`src/rtl/rls_pkg.sv`:
```
package rls_pkg;

   typedef enum logic [1:0] {
      RQ_INV   = 2'd0,
      RQ_CLEAN = 2'd1,
      RQ_FLUSH = 2'd2,
      RQ_RSVD  = 2'd3
   } rq_op_e;

   typedef enum logic [1:0] {
      CM_LINE_CI  = 2'd0,
      CM_RANGE_CL = 2'd1,
      CM_RANGE_IV = 2'd2
   } cm_op_e;

   typedef enum logic [2:0] {
      ST_IDLE = 3'd0,
      ST_HEAD = 3'd1,
      ST_TAIL = 3'd2,
      ST_RCLN = 3'd3,
      ST_RINV = 3'd4,
      ST_BAR  = 3'd5
   } seq_st_e;

endpackage

```
`src/rtl/rls_edge_decode.sv`:
```
module rls_edge_decode #(
   parameter int ADDR_W     = 32,
   parameter int LINE_BYTES = 32
) (
   input  logic [ADDR_W-1:0] start_i,
   input  logic [ADDR_W-1:0] end_i,
   input  logic [1:0]        op_i,
   input  logic              wt_i,
   output logic              head_o,
   output logic              tail_o,
   output logic [ADDR_W-1:0] head_addr_o,
   output logic [ADDR_W-1:0] tail_addr_o,
   output logic [ADDR_W:0]   cur_o,
   output logic [ADDR_W:0]   lim_o,
   output logic              range_o,
   output logic              entry_clean_o,
   output logic              pair_o
);
   import rls_pkg::*;

   localparam int LINE_LSB = $clog2(LINE_BYTES);
   localparam int PW       = ADDR_W + 1;

   logic            is_inv, is_clean, is_flush;
   logic [ADDR_W-1:0] s_down, e_down;
   logic [PW-1:0]   e_up_raw, e_up, cur_inv;

   assign is_inv   = (rq_op_e'(op_i) == RQ_INV);
   assign is_clean = (rq_op_e'(op_i) == RQ_CLEAN);
   assign is_flush = (rq_op_e'(op_i) == RQ_FLUSH);

   assign s_down = {start_i[ADDR_W-1:LINE_LSB], {LINE_LSB{1'b0}}};
   assign e_down = {end_i[ADDR_W-1:LINE_LSB], {LINE_LSB{1'b0}}};

   // edge lines only get special handling on invalidate
   assign head_o      = is_inv && (|start_i[LINE_LSB-1:0]);
   assign tail_o      = is_inv && (|end_i[LINE_LSB-1:0]);
   assign head_addr_o = s_down;
   assign tail_addr_o = e_down;

   assign e_up_raw = {1'b0, end_i} + PW'(LINE_BYTES - 1);
   assign e_up     = {e_up_raw[PW-1:LINE_LSB], {LINE_LSB{1'b0}}};
   assign cur_inv  = {1'b0, s_down} + (head_o ? PW'(LINE_BYTES) : PW'(0));

   assign cur_o = is_inv ? cur_inv : {1'b0, s_down};
   assign lim_o = is_inv ? {1'b0, e_down} : e_up;

   assign range_o       = (cur_o < lim_o) && !(is_clean && wt_i)
                          && (is_inv || is_clean || is_flush);
   assign entry_clean_o = (is_clean || is_flush) && !wt_i;
   assign pair_o        = is_flush && !wt_i;

endmodule

```
`src/rtl/rls_chunk_bound.sv`:
```
module rls_chunk_bound #(
   parameter int ADDR_W     = 32,
   parameter int MAX_BYTES  = 1024,
   parameter int PAGE_BYTES = 4096
) (
   input  logic [ADDR_W:0] cur_i,
   input  logic [ADDR_W:0] lim_i,
   output logic [ADDR_W:0] cend_o,
   output logic            last_o
);
   localparam int PW       = ADDR_W + 1;
   localparam int PAGE_LSB = $clog2(PAGE_BYTES);
   localparam logic [PW-PAGE_LSB-1:0] PG_ONE = 1;

   logic [PW-1:0] page_nxt, bound_a;

   assign page_nxt = {cur_i[PW-1:PAGE_LSB] + PG_ONE, {PAGE_LSB{1'b0}}};
   assign bound_a  = (lim_i < page_nxt) ? lim_i : page_nxt;

   generate
      if (MAX_BYTES < PAGE_BYTES) begin : g_capped
         logic [PW-1:0] cap;
         assign cap    = cur_i + PW'(MAX_BYTES);
         assign cend_o = (bound_a < cap) ? bound_a : cap;
      end else begin : g_page_only
         // a page bound always falls within MAX_BYTES of an aligned start
         assign cend_o = bound_a;
      end
   endgenerate

   assign last_o = (cend_o == lim_i);

endmodule

```
`src/rtl/rls_sequencer.sv`:
```
module rls_sequencer #(
   parameter int ADDR_W     = 32,
   parameter int LINE_BYTES = 32
) (
   input  logic              clk,
   input  logic              rst_n,
   input  logic              req_valid,
   output logic              req_ready,
   input  logic              d_head,
   input  logic              d_tail,
   input  logic [ADDR_W-1:0] d_head_addr,
   input  logic [ADDR_W-1:0] d_tail_addr,
   input  logic [ADDR_W:0]   d_cur,
   input  logic [ADDR_W:0]   d_lim,
   input  logic              d_range,
   input  logic              d_entry_clean,
   input  logic              d_pair,
   input  logic [ADDR_W:0]   c_end,
   input  logic              c_last,
   output logic [ADDR_W:0]   cur_o,
   output logic [ADDR_W:0]   lim_o,
   output logic              cmd_valid,
   input  logic              cmd_ready,
   output logic [1:0]        cmd_opcode,
   output logic [ADDR_W-1:0] cmd_first,
   output logic [ADDR_W-1:0] cmd_last,
   output logic              done
);
   import rls_pkg::*;

   localparam int PW = ADDR_W + 1;

   seq_st_e           st_q, st_n, entry_st, after_tail;
   logic [ADDR_W-1:0] head_q, tail_q;
   logic [PW-1:0]     cur_q, lim_q;
   logic              tail_pend_q, range_q, entry_clean_q, pair_q;
   logic              fire, acc;
   logic [PW-1:0]     rng_last;

   assign req_ready = (st_q == ST_IDLE);
   assign fire      = req_valid && req_ready;
   assign cmd_valid = (st_q == ST_HEAD) || (st_q == ST_TAIL)
                      || (st_q == ST_RCLN) || (st_q == ST_RINV);
   assign acc       = cmd_valid && cmd_ready;
   assign done      = (st_q == ST_BAR);

   assign entry_st   = d_entry_clean ? ST_RCLN : ST_RINV;
   assign after_tail = range_q ? (entry_clean_q ? ST_RCLN : ST_RINV) : ST_BAR;

   always_comb begin
      st_n = st_q;
      unique case (st_q)
         ST_IDLE: if (fire) begin
            if (d_head)       st_n = ST_HEAD;
            else if (d_tail)  st_n = ST_TAIL;
            else if (d_range) st_n = entry_st;
            else              st_n = ST_BAR;
         end
         ST_HEAD: if (cmd_ready) st_n = tail_pend_q ? ST_TAIL : after_tail;
         ST_TAIL: if (cmd_ready) st_n = after_tail;
         ST_RCLN: if (cmd_ready) begin
            if (pair_q)      st_n = ST_RINV;
            else if (c_last) st_n = ST_BAR;
            else             st_n = ST_RCLN;
         end
         ST_RINV: if (cmd_ready) begin
            if (c_last)      st_n = ST_BAR;
            else if (pair_q) st_n = ST_RCLN;
            else             st_n = ST_RINV;
         end
         ST_BAR:  st_n = ST_IDLE;
         default: st_n = ST_IDLE;
      endcase
   end

   always_ff @(posedge clk or negedge rst_n) begin
      if (!rst_n) begin
         st_q          <= ST_IDLE;
         head_q        <= '0;
         tail_q        <= '0;
         cur_q         <= '0;
         lim_q         <= '0;
         tail_pend_q   <= 1'b0;
         range_q       <= 1'b0;
         entry_clean_q <= 1'b0;
         pair_q        <= 1'b0;
      end else begin
         st_q <= st_n;
         if (fire) begin
            head_q        <= d_head_addr;
            tail_q        <= d_tail_addr;
            cur_q         <= d_cur;
            lim_q         <= d_lim;
            tail_pend_q   <= d_tail;
            range_q       <= d_range;
            entry_clean_q <= d_entry_clean;
            pair_q        <= d_pair;
         end else if (acc && ((st_q == ST_RINV) || (st_q == ST_RCLN && !pair_q))) begin
            cur_q <= c_end;
         end
      end
   end

   assign rng_last = c_end - PW'(LINE_BYTES);

   always_comb begin
      cmd_opcode = CM_LINE_CI;
      cmd_first  = cur_q[ADDR_W-1:0];
      cmd_last   = rng_last[ADDR_W-1:0];
      unique case (st_q)
         ST_HEAD: begin cmd_first = head_q; cmd_last = head_q; end
         ST_TAIL: begin cmd_first = tail_q; cmd_last = tail_q; end
         ST_RCLN: cmd_opcode = CM_RANGE_CL;
         ST_RINV: cmd_opcode = CM_RANGE_IV;
         default: ;
      endcase
   end

   assign cur_o = cur_q;
   assign lim_o = lim_q;

endmodule

```
`src/rtl/rl_range_splitter.sv`:
```
module rl_range_splitter #(
   parameter int ADDR_W     = 32,
   parameter int LINE_BYTES = 32,
   parameter int MAX_BYTES  = 1024,
   parameter int PAGE_BYTES = 4096
) (
   input  logic              clk,
   input  logic              rst_n,
   input  logic              req_valid,
   output logic              req_ready,
   input  logic [ADDR_W-1:0] req_start,
   input  logic [ADDR_W-1:0] req_end,
   input  logic [1:0]        req_op,
   input  logic              req_wt,
   output logic              cmd_valid,
   input  logic              cmd_ready,
   output logic [1:0]        cmd_opcode,
   output logic [ADDR_W-1:0] cmd_first,
   output logic [ADDR_W-1:0] cmd_last,
   output logic              done
);
   localparam int PW = ADDR_W + 1;

   if ((LINE_BYTES < 2) || ((LINE_BYTES & (LINE_BYTES - 1)) != 0)) begin : g_bad_line
      $error("LINE_BYTES must be a power of two of at least 2");
   end
   if ((PAGE_BYTES & (PAGE_BYTES - 1)) != 0 || PAGE_BYTES < LINE_BYTES) begin : g_bad_page
      $error("PAGE_BYTES must be a power of two not below LINE_BYTES");
   end
   if ((MAX_BYTES % LINE_BYTES) != 0 || MAX_BYTES < LINE_BYTES) begin : g_bad_max
      $error("MAX_BYTES must be a nonzero multiple of LINE_BYTES");
   end
   if (PAGE_BYTES >= (64'd1 << ADDR_W)) begin : g_bad_addr
      $error("PAGE_BYTES must be smaller than the address space");
   end

   logic              d_head, d_tail, d_range, d_entry_clean, d_pair, c_last;
   logic [ADDR_W-1:0] d_head_addr, d_tail_addr;
   logic [PW-1:0]     d_cur, d_lim, cur_q, lim_q, c_end;

   rls_edge_decode #(.ADDR_W(ADDR_W), .LINE_BYTES(LINE_BYTES)) i_dec (
      .start_i      (req_start),
      .end_i        (req_end),
      .op_i         (req_op),
      .wt_i         (req_wt),
      .head_o       (d_head),
      .tail_o       (d_tail),
      .head_addr_o  (d_head_addr),
      .tail_addr_o  (d_tail_addr),
      .cur_o        (d_cur),
      .lim_o        (d_lim),
      .range_o      (d_range),
      .entry_clean_o(d_entry_clean),
      .pair_o       (d_pair)
   );

   rls_chunk_bound #(.ADDR_W(ADDR_W), .MAX_BYTES(MAX_BYTES),
                     .PAGE_BYTES(PAGE_BYTES)) i_chunk (
      .cur_i (cur_q),
      .lim_i (lim_q),
      .cend_o(c_end),
      .last_o(c_last)
   );

   rls_sequencer #(.ADDR_W(ADDR_W), .LINE_BYTES(LINE_BYTES)) i_seq (
      .clk          (clk),
      .rst_n        (rst_n),
      .req_valid    (req_valid),
      .req_ready    (req_ready),
      .d_head       (d_head),
      .d_tail       (d_tail),
      .d_head_addr  (d_head_addr),
      .d_tail_addr  (d_tail_addr),
      .d_cur        (d_cur),
      .d_lim        (d_lim),
      .d_range      (d_range),
      .d_entry_clean(d_entry_clean),
      .d_pair       (d_pair),
      .c_end        (c_end),
      .c_last       (c_last),
      .cur_o        (cur_q),
      .lim_o        (lim_q),
      .cmd_valid    (cmd_valid),
      .cmd_ready    (cmd_ready),
      .cmd_opcode   (cmd_opcode),
      .cmd_first    (cmd_first),
      .cmd_last     (cmd_last),
      .done         (done)
   );

endmodule

```
`config.mk`:
```
export PLATFORM = sky130hd
export DESIGN_NAME = rl_range_splitter
export DESIGN_NICKNAME = d
export VERILOG_FILES = /design/src/rtl/rls_pkg.sv /design/src/rtl/rls_edge_decode.sv /design/src/rtl/rls_chunk_bound.sv /design/src/rtl/rls_sequencer.sv /design/src/rtl/rl_range_splitter.sv
export SDC_FILE = /design/constraint.sdc
export NUM_CORES = 1
export LEC_CHECK = 0
export BUFFER_PORTS_ARGS = -buffer_cell sky130_fd_sc_hd__buf_2
export CORE_MARGIN = 1
export CORE_UTILIZATION = 67
export CTS_BUF_LIST = sky130_fd_sc_hd__clkbuf_4 sky130_fd_sc_hd__clkbuf_8
export CTS_CLUSTER_SIZE = 24
export DETAILED_ROUTE_END_ITERATION = 8
export PLACE_DENSITY_LB_ADDON = 0.15
export RECOVER_POWER = 50
export SLEW_MARGIN = 20
export SYNTH_ARGS = -nofsm -noshare
export SYNTH_HDL_FRONTEND = slang
export SYNTH_HIERARCHICAL = 1
export SYNTH_SLANG_ARGS = --single-unit
```
`constraint.sdc`:
```
create_clock -name clk -period 19.25 [get_ports clk]
set_clock_uncertainty 0.05 [all_clocks]
set_input_delay 0.9625 -clock clk [delete_from_list [all_inputs] [get_ports clk]]
set_output_delay 0.9625 -clock clk [all_outputs]
set_load 0.03 [all_outputs]
```
**After elaboration in Yosys (flattened, before gate mapping)**

Cells that the tools add are included.
Widths: inputs -> output; s select.

- Bits in registers: 127
- Output and inout port bits: 69

- Reductions and logical operators: 27
- Multiplexer cells: 27
- Order comparisons: 3
- Equal/unequal tests: 13
- Add/subtract/negate cells: 5

Operator list:

| kind | number |
|---|---|
| $mux 33 | 6 |
| $pmux 32 s2 | 2 |
| $lt 33x33->1 | 3 |
| $mux 3 | 16 |
| $add 32x33->33 | 1 |
| $add 32x5->33 const B | 1 |
| $add 33x11->33 const B | 1 |
| $eq 33x33->1 | 1 |
| $sub 32x6->32 const B | 1 |
| $add 21x1->21 const B | 1 |
| $pmux 3 s5 | 1 |
| $logic_and 1x1->1 | 11 |
| $ne 2x2->1 const B | 5 |
| $reduce_or 5->1 | 2 |
| $logic_or 1x1->1 | 7 |
| $eq 3x2->1 const B | 2 |
| $eq 3x3->1 const B | 2 |
| $mux 6 | 1 |
| $reduce_and 5->1 | 1 |
| $pmux 2 s2 | 1 |
| $eq 3x1->1 const B | 1 |
| $logic_not 1->1 | 3 |
| $logic_not 3->1 | 1 |
| $eq 2x1->1 const B | 1 |
| other kinds (3) | 3 |

**Longest topological paths before layout**

- Depth after elaboration: 13
- Gate-level depth with buffers: 34
- Gate-level depth less buffers: 29

**Hierarchy**

The synthesis kept the hierarchy.

By module, submodules not included:

| module | seq. area each (um2) | cells each | instances | area each (um2) |
|---|---|---|---|---|
| rls_sequencer | 3428.3 | 874 | 1 | 7048.0 |
| rls_chunk_bound | 0.0 | 526 | 1 | 3619.7 |
| rls_edge_decode | 0.0 | 336 | 1 | 2446.1 |

**Worst setup path before layout**

No wires, ideal clock.

- Path type: flip-flop to output port
- From: reg i_seq.cur_q[12] (netlist: i_seq/cur_o[12])
- To: out cmd_last[24]
- Buffers on the path: 7
- Arrival: 8.182 ns
- Required time: 18.238 ns
- Setup slack: 10.055 ns
- Stages on the path, launching flop included: 32
- Path through: dfrtp_1 > ha_1 > and3_1 > clkbuf_1 > nand3_1 > or3_1 > xor2_1 > ha_1 > nand4_1 > nor3_1 > a221oi_1 > nand3_1 > clkbuf_1 > clkbuf_1 > buf_1 > nor2_1 > a21oi_1 > ha_1 > nand4_1 > nor3_1 > nand4_1 > nand4bb_1 > nand3_2 > clkbuf_1 > clkbuf_1 > a21oi_1 > or4_2 > or4_4 > buf_6 > nor2_1 > xnor2_1 > o21ai_0

- Longest elaborated chain between the ends: 7
- Elaborated cells between the ends (all ways): 8
- Classes of those cells: add/sub (3); order compare (2); mux (3)

Ends and longest elaborated chain:

| element | line | RTL |
|---|---|---|
| start, declared | rls_sequencer.sv:35 | `logic [PW-1:0] cur_q, lim_q;` |
| start signal, assigned | rls_sequencer.sv:92 | `cur_q <= d_cur;` |
| start signal, assigned | rls_sequencer.sv:99 | `cur_q <= c_end;` |
| $add 21x1->21 | rls_chunk_bound.sv:17 | `assign page_nxt = {cur_i[PW-1:PAGE_LSB] + PG_ONE, {PAGE_LSB{1'b0}}};` |
| $lt 33x33->1 | rls_chunk_bound.sv:18 | `assign bound_a = (lim_i < page_nxt) ? lim_i : page_nxt;` |
| $mux 33 | rls_chunk_bound.sv:18 |  |
| $lt 33x33->1 | rls_chunk_bound.sv:24 | `assign cend_o = (bound_a < cap) ? bound_a : cap;` |
| $mux 33 (*) | rls_chunk_bound.sv:24 |  |
| net c_end[22] | rl_range_splitter.sv:39 | `logic [PW-1:0] d_cur, d_lim, cur_q, lim_q, c_end;` |
| $sub 32x6->32 (*) | rls_sequencer.sv:104 | `assign rng_last = c_end - PW'(LINE_BYTES);` |
| $pmux 32 s2 (*) | rls_sequencer.sv:110 | `unique case (st_q)` |
| end, declared | rl_range_splitter.sv:19 | `output logic [ADDR_W-1:0] cmd_last,` |

Mark *: on every way through the listed nets, which the timed path passes. The rest lies on a longest branch.

**Worst setup path after layout**

- From: reg i_seq.cur_q[12] (netlist: i_seq/cur_o[12])
- To: out cmd_last[23]

The elaborated chain is that of the path after synthesis.

==> out/results.txt <==
DR WL/cell -> 20.2 um
final wirelength -> 41200 um
reg2reg setup slack -> 9.41 ns
dpl ws -> 9.43 ns
Synth top area share -> 0.261
initial antenna violation count -> 0
Hold Fails Final Rpt -> 0
Synth async-reset ratio -> 1.00
post-CTS setup buffer count -> 0
Cells after Synth -> 1736
Area contributors post-synth -> dfrtp_1, nand2_1, ha_1
Hold EP -> i_seq/tail_q[17]
Antenna Nets Post-Route -> 0
Top FF cell, synth -> dfrtp_1
TritonRoute pass-1 iters -> 6
Crit Path Class -> register to primary output
vias in the first global route -> 11900
# setup viols final -> 0
Die W -> 142 um
Die Area -> 0.0201 mm^2
I/O pins -> 140
FP Rows -> 50
Final GP Congestion -> 1.00
Port Buf Inserts -> 139
cts bufs inserted -> 17
Slew HR -> -2.08
critical path data required time -> 18.24 ns
most frequent cells in the layout -> nand2_1, buf_2, dfrtp_1, xnor2_1, nor2_1
post-route setup TNS -> 0 ns
Total GRT Usage -> 0.418
Worst Hold Class -> register to register
Clock Tree Root -> clkbuf_8
DP HPWL -> 31100 um
Post-synth EDFFs -> 0
post-synthesis register bit count -> 137
Hold Startpoint -> i_seq/tail_q[17]
# nets final -> 1926
minimum clock period -> 10.57 ns
Mean Syn Cell Area -> 7.55 um^2
WHS -> 0.436 ns
Fillers -> 1546
Initial DRC Count -> 1528
Mapped Area -> 0.0131 mm^2
FF-to-FF End -> i_seq/st_q[1]
hold-critical path depth -> 2
first-pass GRT wire length -> 64100 um
CP Launch Type -> register
CTS tree -> built
failing checks -> max-capacitance violations, max-slew violations
post_cts resized -> 0
Vias/cell -> 6.29
Reg2Reg Depth -> 29
Ys Warns -> 6
die height -> 142 um
largest net degree at the start of global routing -> 102
DRC Markers -> 0
initial core utilization -> 0.692
core area -> 0.0190 mm^2
clock buffer depth -> 2
crit path capture type -> primary output
CP arrival -> 9.56 ns
Reg-to-Reg Start -> i_seq/cur_o[12]
setup ws final -> 8.68 ns
Least-Margin Pin Slew -> 4.62 ns
grt ovf -> 0
Final Slew Violations -> 242
Vias -> 12800
f_max -> 94.6 MHz
diodes inserted -> 0
most common cell after layout, fill and taps aside -> nand2_1
Yosys cell types -> 90
clk slew on worst S/H paths -> 0.10 ns
Max-Cap Viols -> 3
status -> complete, but fails checks
RSZ-0062 raised after global routing -> no
area leader, netlist -> dfrtp_1
Final period util -> 0.549
clock latency on the worst-skew pair -> 0.46 ns
Post-CTS Hold Buffers -> 0
Max FO, Critical Path -> 35
CTS H-tree depth -> 4
sequential-to-total area share from yosys stat -> 0.261
Layout area overhead -> 5.42%
Sink Count -> 137
share of layout cells above drive strength 1 -> 0.133
==> state kept, by name, indices dropped and copies added, names as in the netlist <==
register / cells
i_seq/cur_o: 33
i_seq/lim_o: 33
i_seq/head_q: 32
i_seq/tail_q: 32
i_seq/st_q: 3
i_seq/entry_clean_q: 1
i_seq/pair_q: 1
i_seq/range_q: 1
i_seq/tail_pend_q: 1
==> per-stage QoR <==
stage / cells / util / cell area (um^2)
global route: 2041 / 0.729 / 13800
finish: 2041 / 0.729 / 13800
detailed placement: 2008 / 0.706 / 13400
CTS: 2040 / 0.730 / 13800
floorplan: 1755 / - / 13200
global placement: 2008 / 0.706 / 13400
==> worst max-delay path, cell delays in order, from the launching register on <==
cell	delay [ns]
dfrtp_1	0.58
ha_1	0.30
and3_1	0.34
nand3_1	0.19
or3_1	0.41
xor2_1	0.29
ha_1	0.31
nand4_1	0.17
nor3_1	0.08
a221oi_1	0.45
nand3_1	0.58
buf_4	0.43
mux2i_1	0.22
inv_1	0.09
ha_1	0.33
a21oi_1	0.13
o21ai_1	0.11
a221oi_1	0.59
o21a_1	0.29
nand3_2	0.63
mux2i_1	0.46
inv_1	0.15
or3_2	0.54
or4_1	0.41
nor4_1	0.36
xnor2_1	0.10
o21ai_0	0.28
buf_2	0.26
==> cell families after synthesis <==
| logic type | synth area share |
|---|---|
| and+or+nand+nor | 0.287 |
| AOI/OAI and AO/OA | 0.134 |
| buffers and inverters | 0.0905 |
| xor gates and xnor gates | 0.106 |
| DFF | 0.261 |
| adders and majority gates | 0.0830 |
| muxes | 0.0374 |
| other | 0.000286 |
==> Yosys cell counts, types with 26 or more instances <==
library cell	n
dfrtp_1	137
a21oi_1	68
a22oi_1	33
xor2_1	48
xnor2_1	101
clkbuf_1	58
mux2i_1	40
nand2_1	480
o21ai_0	89
nor3_1	26
ha_1	87
inv_1	70
nand4_1	35
nand3_1	44
nor2_1	97
buf_4	82
==> cell type report <==
cell class	instances	area, um^2	share of cell area
multi-input cells	1394	8600	0.622
clock inverters	15	218	0.0157
inverters	70	263	0.0190
well taps	260	325	0.0235
flip-flops and latches	137	3430	0.248
clock buffers	17	234	0.0169
repair buffers	148	756	0.0547
==> worst max-delay path by stage <==
stage / startpoint / slack (ns) / end / cells past startpoint
2_1_floorplan: i_seq/cur_o[12] / 10.06 / cmd_last[24] / 31
3_3_place_gp: i_seq/cur_o[12] / 9.70 / cmd_last[23] / 25
3_5_place_dp: i_seq/cur_o[12] / 9.43 / cmd_last[23] / 27
4_1_cts: i_seq/cur_o[12] / 8.92 / cmd_last[23] / 27
5_1_grt: i_seq/cur_o[12] / 8.01 / cmd_last[23] / 27
6_report: i_seq/cur_o[12] / 8.68 / cmd_last[23] / 27
==> layer usage <==
| metal | vias to the layer above | GRT usage | wire, um | part of all wire |
|---|---|---|---|---|
| met2 | 741 | 0.633 | 18000 | 0.44 |
| met1 | 6064 | 0.582 | 17200 | 0.42 |
| li1 | 5925 | - | - | - |
| met3 | 111 | 0.0736 | 4150 | 0.10 |
| met5 | - | 0 | 0 | 0 |
| met4 | 0 | 0.192 | 1910 | 0.046 |
Power is not shown: default switching activity piles up to over one toggle a cycle in this logic, so the estimate is an artifact.
